===== src/rtl/disp_mode_pkg.sv =====
package disp_mode_pkg;

    localparam int unsigned RW = 16;

    typedef enum logic [3:0] {
        IX_HRES    = 4'd0,
        IX_VRES    = 4'd1,
        IX_DEPTH   = 4'd2,
        IX_CTRL    = 4'd3,
        IX_VWIDTH  = 4'd4,
        IX_VHEIGHT = 4'd5,
        IX_XOFF    = 4'd6,
        IX_YOFF    = 4'd7,
        IX_MEMSZ   = 4'd8
    } reg_idx_e;

    typedef struct packed {
        logic [RW-1:0] hres;
        logic [RW-1:0] vres;
        logic [RW-1:0] depth;
        logic [RW-1:0] ctrl;
        logic [RW-1:0] vwidth;
        logic [RW-1:0] vheight;
        logic [RW-1:0] xoff;
        logic [RW-1:0] yoff;
    } mode_regs_t;

    typedef enum logic [2:0] {
        FX_IDLE, FX_CLAMP, FX_DIV, FX_VRES, FX_OFFS
    } fix_state_e;

    function automatic logic [5:0] eff_bits(input logic [RW-1:0] d);
        case (d)
            16'd4, 16'd8, 16'd16, 16'd24, 16'd32: eff_bits = d[5:0];
            16'd15:                               eff_bits = 6'd16;
            default:                              eff_bits = 6'd8;
        endcase
    endfunction

    function automatic logic [RW-1:0] fix_depth(input logic [RW-1:0] d);
        case (d)
            16'd4, 16'd8, 16'd15, 16'd16, 16'd24, 16'd32: fix_depth = d;
            default:                                      fix_depth = 16'd8;
        endcase
    endfunction

    function automatic logic [RW-1:0] cap(input logic [RW-1:0] v, input logic [RW-1:0] lim);
        cap = (v > lim) ? lim : v;
    endfunction

endpackage


===== src/rtl/disp_divu.sv =====
module disp_divu #(
    parameter int W = 32
) (
    input  logic         clk,
    input  logic         rst,
    input  logic         start,
    input  logic [W-1:0] num,
    input  logic [W-1:0] den,
    output logic         done,
    output logic [W-1:0] quo
);
    localparam int CW = $clog2(W + 1);

    logic [W-1:0]  rem_q, den_q, num_q;
    logic [CW-1:0] cnt;
    logic          run;
    logic [W:0]    shifted, diff;

    always_comb begin
        shifted = {rem_q, quo[W-1]};
        diff    = shifted - {1'b0, den_q};
    end

    always_ff @(posedge clk) begin
        if (rst) begin
            run <= 1'b0; done <= 1'b0; cnt <= '0;
            rem_q <= '0; quo <= '0; den_q <= '0; num_q <= '0;
        end else begin
            done <= 1'b0;
            if (start) begin
                rem_q <= '0; quo <= num; num_q <= num; den_q <= den;
                cnt <= CW'(W); run <= 1'b1;
            end else if (run) begin
                if (!diff[W]) begin
                    rem_q <= diff[W-1:0];
                    quo   <= {quo[W-2:0], 1'b1};
                end else begin
                    rem_q <= shifted[W-1:0];
                    quo   <= {quo[W-2:0], 1'b0};
                end
                cnt <= cnt - 1'b1;
                if (cnt == CW'(1)) begin
                    run  <= 1'b0;
                    done <= 1'b1;
                end
            end
        end
    end

    // the row limit is the exact quotient
    p_quotient_exact_r5: assert property (@(posedge clk) disable iff (rst)
        done |-> ((2*W)'(quo) * (2*W)'(den_q) <= (2*W)'(num_q)) &&
                 ((2*W)'(num_q) < ((2*W)'(quo) + 1) * (2*W)'(den_q)));
endmodule


===== src/rtl/disp_fixup.sv =====
module disp_fixup
    import disp_mode_pkg::*;
#(
    parameter int          MAX_X    = 1600,
    parameter int          MAX_Y    = 1200,
    parameter logic [31:0] FB_BYTES = 32'h0010_0000
) (
    input  logic        clk,
    input  logic        rst,
    input  logic        start_i,
    input  mode_regs_t  regs_i,
    output logic        wb_en_o,
    output mode_regs_t  wb_o,
    output logic        busy_o,
    output logic [31:0] pitch_o,
    output logic [31:0] start_word_o
);
    localparam logic [RW-1:0] MX = RW'(MAX_X);
    localparam logic [RW-1:0] MY = RW'(MAX_Y);
    localparam int SW = 48;

    fix_state_e  st;
    logic [31:0] line_q, maxy_q, line_c, quo;
    logic        div_done;
    mode_regs_t  clamp_c, vres_c, offs_c;
    logic [5:0]  bits_c;
    logic [SW-1:0] xb, off_a, span, off_fin;

    // stage 1: depth, horizontal resolution, virtual width
    always_comb begin
        logic [RW-1:0] h, vw;
        clamp_c       = regs_i;
        clamp_c.depth = fix_depth(regs_i.depth);
        h = regs_i.hres & ~16'h7;
        if (h == '0) h = 16'd8;
        h  = cap(h, MX);
        vw = cap(regs_i.vwidth & ~16'h7, MX);
        if (vw < h) vw = h;
        clamp_c.hres   = h;
        clamp_c.vwidth = vw;
        line_c = (32'(vw) * 32'(eff_bits(clamp_c.depth))) >> 3;
    end

    // stage 2: vertical resolution, row limit, offset limits
    always_comb begin
        logic [RW-1:0] v;
        vres_c = regs_i;
        v = (regs_i.vres == '0) ? 16'd1 : regs_i.vres;
        v = cap(v, MY);
        if (32'(v) > maxy_q) v = maxy_q[RW-1:0];
        vres_c.vres    = v;
        vres_c.vheight = (maxy_q > 32'hFFFF) ? 16'hFFFF : maxy_q[RW-1:0];
        vres_c.xoff    = cap(regs_i.xoff, MX);
        vres_c.yoff    = cap(regs_i.yoff, MY);
    end

    // stage 3: window fit with pan fallback
    always_comb begin
        bits_c = eff_bits(regs_i.depth);
        offs_c = regs_i;
        xb     = (SW'(regs_i.xoff) * SW'(bits_c)) >> 3;
        off_a  = xb + SW'(regs_i.yoff) * SW'(line_q);
        span   = SW'(regs_i.vres) * SW'(line_q);
        off_fin = off_a;
        if (off_a + span > SW'(FB_BYTES)) begin
            offs_c.yoff = '0;
            off_fin     = xb;
            if (xb + span > SW'(FB_BYTES)) begin
                offs_c.xoff = '0;
                off_fin     = '0;
            end
        end
    end

    disp_divu #(.W(32)) u_div (
        .clk(clk), .rst(rst), .start(st == FX_CLAMP),
        .num(FB_BYTES), .den(line_c), .done(div_done), .quo(quo)
    );

    always_comb begin
        wb_en_o = 1'b0;
        wb_o    = regs_i;
        case (st)
            FX_CLAMP: begin wb_en_o = 1'b1; wb_o = clamp_c; end
            FX_VRES:  begin wb_en_o = 1'b1; wb_o = vres_c;  end
            FX_OFFS:  begin wb_en_o = 1'b1; wb_o = offs_c;  end
            default:  ;
        endcase
    end

    always_ff @(posedge clk) begin
        if (rst) begin
            st <= FX_IDLE; line_q <= '0; maxy_q <= '0;
            pitch_o <= '0; start_word_o <= '0;
        end else begin
            case (st)
                FX_IDLE:  if (start_i) st <= FX_CLAMP;
                FX_CLAMP: begin line_q <= line_c; st <= FX_DIV; end
                FX_DIV:   if (div_done) begin maxy_q <= quo; st <= FX_VRES; end
                FX_VRES:  st <= FX_OFFS;
                FX_OFFS: begin
                    pitch_o      <= line_q;
                    start_word_o <= 32'(off_fin >> 2);
                    st           <= FX_IDLE;
                end
                default:  st <= FX_IDLE;
            endcase
        end
    end

    assign busy_o = (st != FX_IDLE);
endmodule


===== src/rtl/disp_mode_regs.sv =====
module disp_mode_regs
    import disp_mode_pkg::*;
#(
    parameter int          MAX_X    = 1600,
    parameter int          MAX_Y    = 1200,
    parameter logic [31:0] FB_BYTES = 32'h0010_0000
) (
    input  logic        clk,
    input  logic        rst,
    input  logic        wr_en,
    input  logic        wr_sel_data,
    input  logic [15:0] wr_data,
    output logic        wr_ready,
    output logic [15:0] rd_data,
    output logic        busy,
    output logic [31:0] pitch_bytes,
    output logic [31:0] start_word
);
    localparam logic [15:0] MEM_UNITS = 16'(FB_BYTES >> 16);

    mode_regs_t regs, wb;
    logic [3:0] idx;
    logic       wb_en, take, data_wr, kick, is_mode_reg;

    assign wr_ready = !busy;
    assign take     = wr_en && wr_ready;
    assign data_wr  = take && wr_sel_data;

    always_comb begin
        case (idx)
            IX_HRES, IX_VRES, IX_DEPTH, IX_VWIDTH, IX_XOFF, IX_YOFF: is_mode_reg = 1'b1;
            default: is_mode_reg = 1'b0;
        endcase
        kick = data_wr && ((is_mode_reg && regs.ctrl[0]) ||
                           (idx == IX_CTRL && wr_data[0] && !regs.ctrl[0]));
    end

    always_ff @(posedge clk) begin
        if (rst) begin
            regs <= '0;
            idx  <= '0;
        end else if (wb_en) begin
            regs <= wb;
        end else if (take && !wr_sel_data) begin
            idx <= wr_data[3:0];
        end else if (data_wr) begin
            case (idx)
                IX_HRES:   regs.hres   <= wr_data;
                IX_VRES:   regs.vres   <= wr_data;
                IX_DEPTH:  regs.depth  <= wr_data;
                IX_VWIDTH: regs.vwidth <= wr_data;
                IX_XOFF:   regs.xoff   <= wr_data;
                IX_YOFF:   regs.yoff   <= wr_data;
                IX_CTRL: begin
                    regs.ctrl <= wr_data;
                    if (wr_data[0] && !regs.ctrl[0]) begin
                        regs.vwidth <= '0;
                        regs.xoff   <= '0;
                        regs.yoff   <= '0;
                    end
                end
                default: ;
            endcase
        end
    end

    always_comb begin
        case (idx)
            IX_HRES:    rd_data = regs.hres;
            IX_VRES:    rd_data = regs.vres;
            IX_DEPTH:   rd_data = regs.depth;
            IX_CTRL:    rd_data = regs.ctrl;
            IX_VWIDTH:  rd_data = regs.vwidth;
            IX_VHEIGHT: rd_data = regs.vheight;
            IX_XOFF:    rd_data = regs.xoff;
            IX_YOFF:    rd_data = regs.yoff;
            IX_MEMSZ:   rd_data = MEM_UNITS;
            default:    rd_data = '0;
        endcase
    end

    disp_fixup #(.MAX_X(MAX_X), .MAX_Y(MAX_Y), .FB_BYTES(FB_BYTES)) u_fix (
        .clk(clk), .rst(rst), .start_i(kick), .regs_i(regs),
        .wb_en_o(wb_en), .wb_o(wb), .busy_o(busy),
        .pitch_o(pitch_bytes), .start_word_o(start_word)
    );

    // raw storage while disabled
    p_store_raw_r1: assert property (@(posedge clk) disable iff (rst)
        (data_wr && idx == IX_HRES && !regs.ctrl[0]) |=> (regs.hres == $past(wr_data)) && !busy);

    p_hres_legal_r3: assert property (@(posedge clk) disable iff (rst)
        (!busy && regs.ctrl[0]) |-> (regs.hres[2:0] == 3'd0) && (regs.hres != '0) &&
                                    (32'(regs.hres) <= 32'(MAX_X)));

    p_vwidth_cover_r4: assert property (@(posedge clk) disable iff (rst)
        (!busy && regs.ctrl[0]) |-> (regs.vwidth >= regs.hres) && (regs.vwidth[2:0] == 3'd0) &&
                                    (32'(regs.vwidth) <= 32'(MAX_X)));

    p_vres_range_r6: assert property (@(posedge clk) disable iff (rst)
        (!busy && regs.ctrl[0]) |-> (regs.vres != '0) && (32'(regs.vres) <= 32'(MAX_Y)) &&
                                    (regs.vres <= regs.vheight));

    p_no_overflow_r8: assert property (@(posedge clk) disable iff (rst)
        (!busy && regs.ctrl[0]) |-> (64'(start_word) * 64'd4 + 64'(regs.vres) * 64'(pitch_bytes)
                                     <= 64'(FB_BYTES)));

    p_busy_after_kick_r11: assert property (@(posedge clk) disable iff (rst)
        kick |=> busy);
endmodule


===== config.mk =====
export PLATFORM = sky130hd
export DESIGN_NAME = disp_mode_regs
export DESIGN_NICKNAME = d
export VERILOG_FILES = /design/src/rtl/disp_mode_pkg.sv /design/src/rtl/disp_divu.sv /design/src/rtl/disp_fixup.sv /design/src/rtl/disp_mode_regs.sv
export SDC_FILE = /design/constraint.sdc
export NUM_CORES = 2
export LEC_CHECK = 0
export BUFFER_PORTS_ARGS = -buffer_cell sky130_fd_sc_hd__buf_2
export CORE_ASPECT_RATIO = 0.8
export CORE_MARGIN = 2
export CORE_UTILIZATION = 54
export DETAILED_ROUTE_END_ITERATION = 7
export PLACE_DENSITY_LB_ADDON = 0.15
export SLEW_MARGIN = 0
export SYNTH_ARGS = -nofsm -noshare
export SYNTH_HDL_FRONTEND = slang
export SYNTH_SLANG_ARGS = --single-unit

===== constraint.sdc =====
create_clock -name clk -period 23.9 [get_ports clk]
set_clock_uncertainty 0.15 [all_clocks]
set_input_delay 1.195 -clock clk [delete_from_list [all_inputs] [get_ports clk]]
set_output_delay 1.195 -clock clk [all_outputs]
set_load 0.01 [all_outputs]

==> flow_summary_export.csv <==
group,metric,value,unit
outcome,status,"finished clean",
floorplanning,design.die.area,83500,sq um
job,max_cap_viol_count,0,
detailed_routing,drt-total-wl,133000,microns
timing,slew_viol_final,0,
logic_synthesis,async_reset_ff_frac,0,
setup_path,ff2ff_setup_slack,7470,ps
setup_path,rr_endpoint,"regs[9]",
logic_synthesis,synth_area_per_cell,8.19,sq um
logic_synthesis,synth_edf_count,0,
global_routing,grt_pass1_wl,211000,microns
setup_path,startpoint_type,"flop",
final_layout,area_growth,6.58,%
cts,htree_levels,2,
global_routing,antenna_found_initial,4,
placement,place_ws,7840,ps
global_routing,gr-total-overflow,0,
setup_path,reg2reg_depth,49,
placement,dpl_cell_area,45400,sq um
final_layout,layout-drive-gt1-share,0.0526,
pwr,max-vdd-ir-drop,0.0499,mV
min_path,hp-class,"reg -> reg",
floorplanning,die_h,259,microns
cts,clock_path_buffers,3,
timing,tns,0,ps
detailed_routing,ant_nets,0,
cts,root_buffer,"clkbuf_16",
setup_path,slowest_delay,980,ps
setup_path,crit_end,"regs[9]",
setup_path,crit_type,"reg -> reg",
timing,setup_slack,7470,ps
setup_path,worstPathMaxFanout,35,
cts,cts_setup_buffers,0,
logic_synthesis,yosysSeqAreaShare,0.141,
final_layout,nets,6346,
detailed_routing,first_pass_iters,6,
timing,finalCritPeriodShare,0.688,
final_layout,utilization,0.581,
global_routing,grt_pass1_vias,36900,
pwr,cellLeakagePower,22.1,nW
cts,cts_buffers,37,
timing,setup_viol,0,
timing,period_minus_slack,16430,ps
cts,path_clk_slew,80,ps
logic_synthesis,netlist_area,43900,sq um
detailed_routing,drc,0,
setup_path,worst_path_most_repeated_cell,"fa_1",
floorplanning,floorplan.die.width,323,microns
pwr,powerDensity,33.1,nW/um^2
placement,portBuffers,88,
cts,cts_tree,"built",
setup_path,required,24220,ps
timing,max_freq,60.9,MHz
cts,clk_latency,610,ps
setup_path,worstSetupEndpointType,"flop",
logic_synthesis,synth.distinct_cells,93,
timing,hold_viol,0,
cts,cts_hold_buf,0,
cts,cts.sinks,309,
setup_path,cp.arrival,16760,ps
detailed_routing,wire_per_inst,20.5,microns
global_routing,track_usage,0.323,
detailed_routing,num_vias,37600,
logic_synthesis,ys.flop_type,"dfxtp_1",
timing,worst_pin_slew,1240,ps
floorplanning,core-area,80500,sq um
cts,cts_resized,0,
timing,rsz0062_at_grt,"false",
floorplanning,ios,102,
setup_path,rr_startpoint,"regs[85]",
detailed_routing,via_per_inst,5.81,
logic_synthesis,ys_ff_latch,309,
timing,slew_headroom,0.169,
floorplanning,rows,93,
min_path,hold_path_startpoint,"u_fix.pitch_o[4]",
global_routing,grt_max_degree,77,
placement,dpl.hpwl,102000,microns
logic_synthesis,yosysWarnings,0,
detailed_routing,first_iter_violations,3625,
floorplanning,start_util,0.545,
placement,globalplace.congestion,0.976,
setup_path,cp_slowest_cell,"a2111oi_0",
logic_synthesis,syn_inst,5359,
setup_path,worstSetupStartpoint,"regs[85]",
final_layout,design_area,46800,sq um
layout by cell type, fill, tap and decap left out, drive strengths merged, types with 44 or more instances in the layout:
master / n
conb: 103
o21a: 44
mux2i: 81
a21o: 62
nand2: 822
nand3: 74
and2: 251
nor2: 287
xnor2: 85
dfxtp: 309
nor2b: 44
buf: 164
a21oi: 289
and3: 70
o21ai: 171
inv: 775
fa: 597
nor3: 98
ha: 378
cell type report:
type / count / area, sq um
diodes: 2 / 5.00
inverters: 771 / 2890
flip-flops and latches: 309 / 6190
well taps: 1092 / 1370
fillers: 7532 / 33800
clock buffers: 43 / 1000
repair buffers: 164 / 1020
clock inverters: 22 / 328
multi-input cells: 4068 / 34000
cells in the mapped netlist (41+ instances only):
master / number / share of area
a211oi_1: 41 / 0.0070
a21o_1: 62 / 0.011
a21oi_1: 288 / 0.033
and2_1: 250 / 0.036
and3_1: 69 / 0.0098
clkbuf_1: 275 / 0.024
dfxtp_1: 309 / 0.14
fa_1: 597 / 0.27
ha_1: 378 / 0.11
inv_1: 770 / 0.066
mux2i_1: 81 / 0.018
nand2_1: 821 / 0.070
nand3_1: 74 / 0.0084
nor2_1: 286 / 0.024
nor2b_1: 44 / 0.0063
nor3_1: 96 / 0.011
o21a_1: 44 / 0.0075
o21ai_0: 167 / 0.019
xnor2_1: 85 / 0.017
critical path, delay by kind of cell (launching register included):
| kind | cells | cell delay [ps] |
|---|---|---|
| buffers and inverters | 5 | 480 |
| adders and majority gates | 10 | 4300 |
| and+or+nand+nor | 13 | 3500 |
| xor gates and xnor gates | 2 | 330 |
| DFF | 1 | 700 |
| AOI/OAI and AO/OA | 18 | 6400 |
| muxes | 1 | 380 |
report_power, final:
part	leakage, nW	internal [mW]	switching (mW)
registers	2.49	0.518	0.00516
logic	18.9	0.146	0.249
clock network	0.633	0.362	0.267
total	22.1	1.03	0.522
cells by family (layout without fill, tap and decap cells):
logic type,count (synthesis),count (layout),synth area share
AND/OR/NAND/NOR,1828,1828,0.196
buffers and inverters,1083,1000,0.0944
adder cells (fa/ha/maj),975,975,0.380
AO/OA/AOI/OAI,948,948,0.143
flip-flops,309,309,0.141
XOR/XNOR,125,125,0.0250
multiplexers,89,89,0.0205
other,2,105,0.000171
registers in the layout, summed over array words and instances (netlist names):
name,count
idx,4
regs,128
u_fix.line_q,19
u_fix.maxy_q,32
u_fix.pitch_o,19
u_fix.st,3
u_fix.start_word_o,32
u_fix.u_div.cnt,6
u_fix.u_div.done,1
u_fix.u_div.quo,32
u_fix.u_div.rem_q,32
u_fix.u_div.run,1
metal layers:
metal | vias to the layer above | global-route usage | wire [microns]
li1 | 17400 | - | -
met1 | 18400 | 0.458 | 57700
met2 | 1535 | 0.488 | 57200
met3 | 226 | 0.0825 | 13800
met4 | 2 | 0.0938 | 4040
met5 | - | 0 | 8
stage by stage:
step                      power (mW)  cells  hold slack (ps)
after CTS                       1.54   6469              301
final                           1.55   6471              300
after global placement         0.912   6404              288
after global routing            1.62   6470              326
after detailed placement       0.915   6404              293
after floorplan                0.819   5460              282
how the worst min path moves through the flow:
stage | slack [ps] | to | cells after the start
final | 300 | u_fix.pitch_o[4] | 2
after global routing | 330 | u_fix.start_word_o[18] | 2
after CTS | 300 | u_fix.pitch_o[4] | 2
after detailed placement | 290 | u_fix.pitch_o[6] | 2
after global placement | 290 | u_fix.start_word_o[17] | 2
after floorplan | 280 | regs[112] | 2
Note: power is estimated with default switching activity, not from simulation.
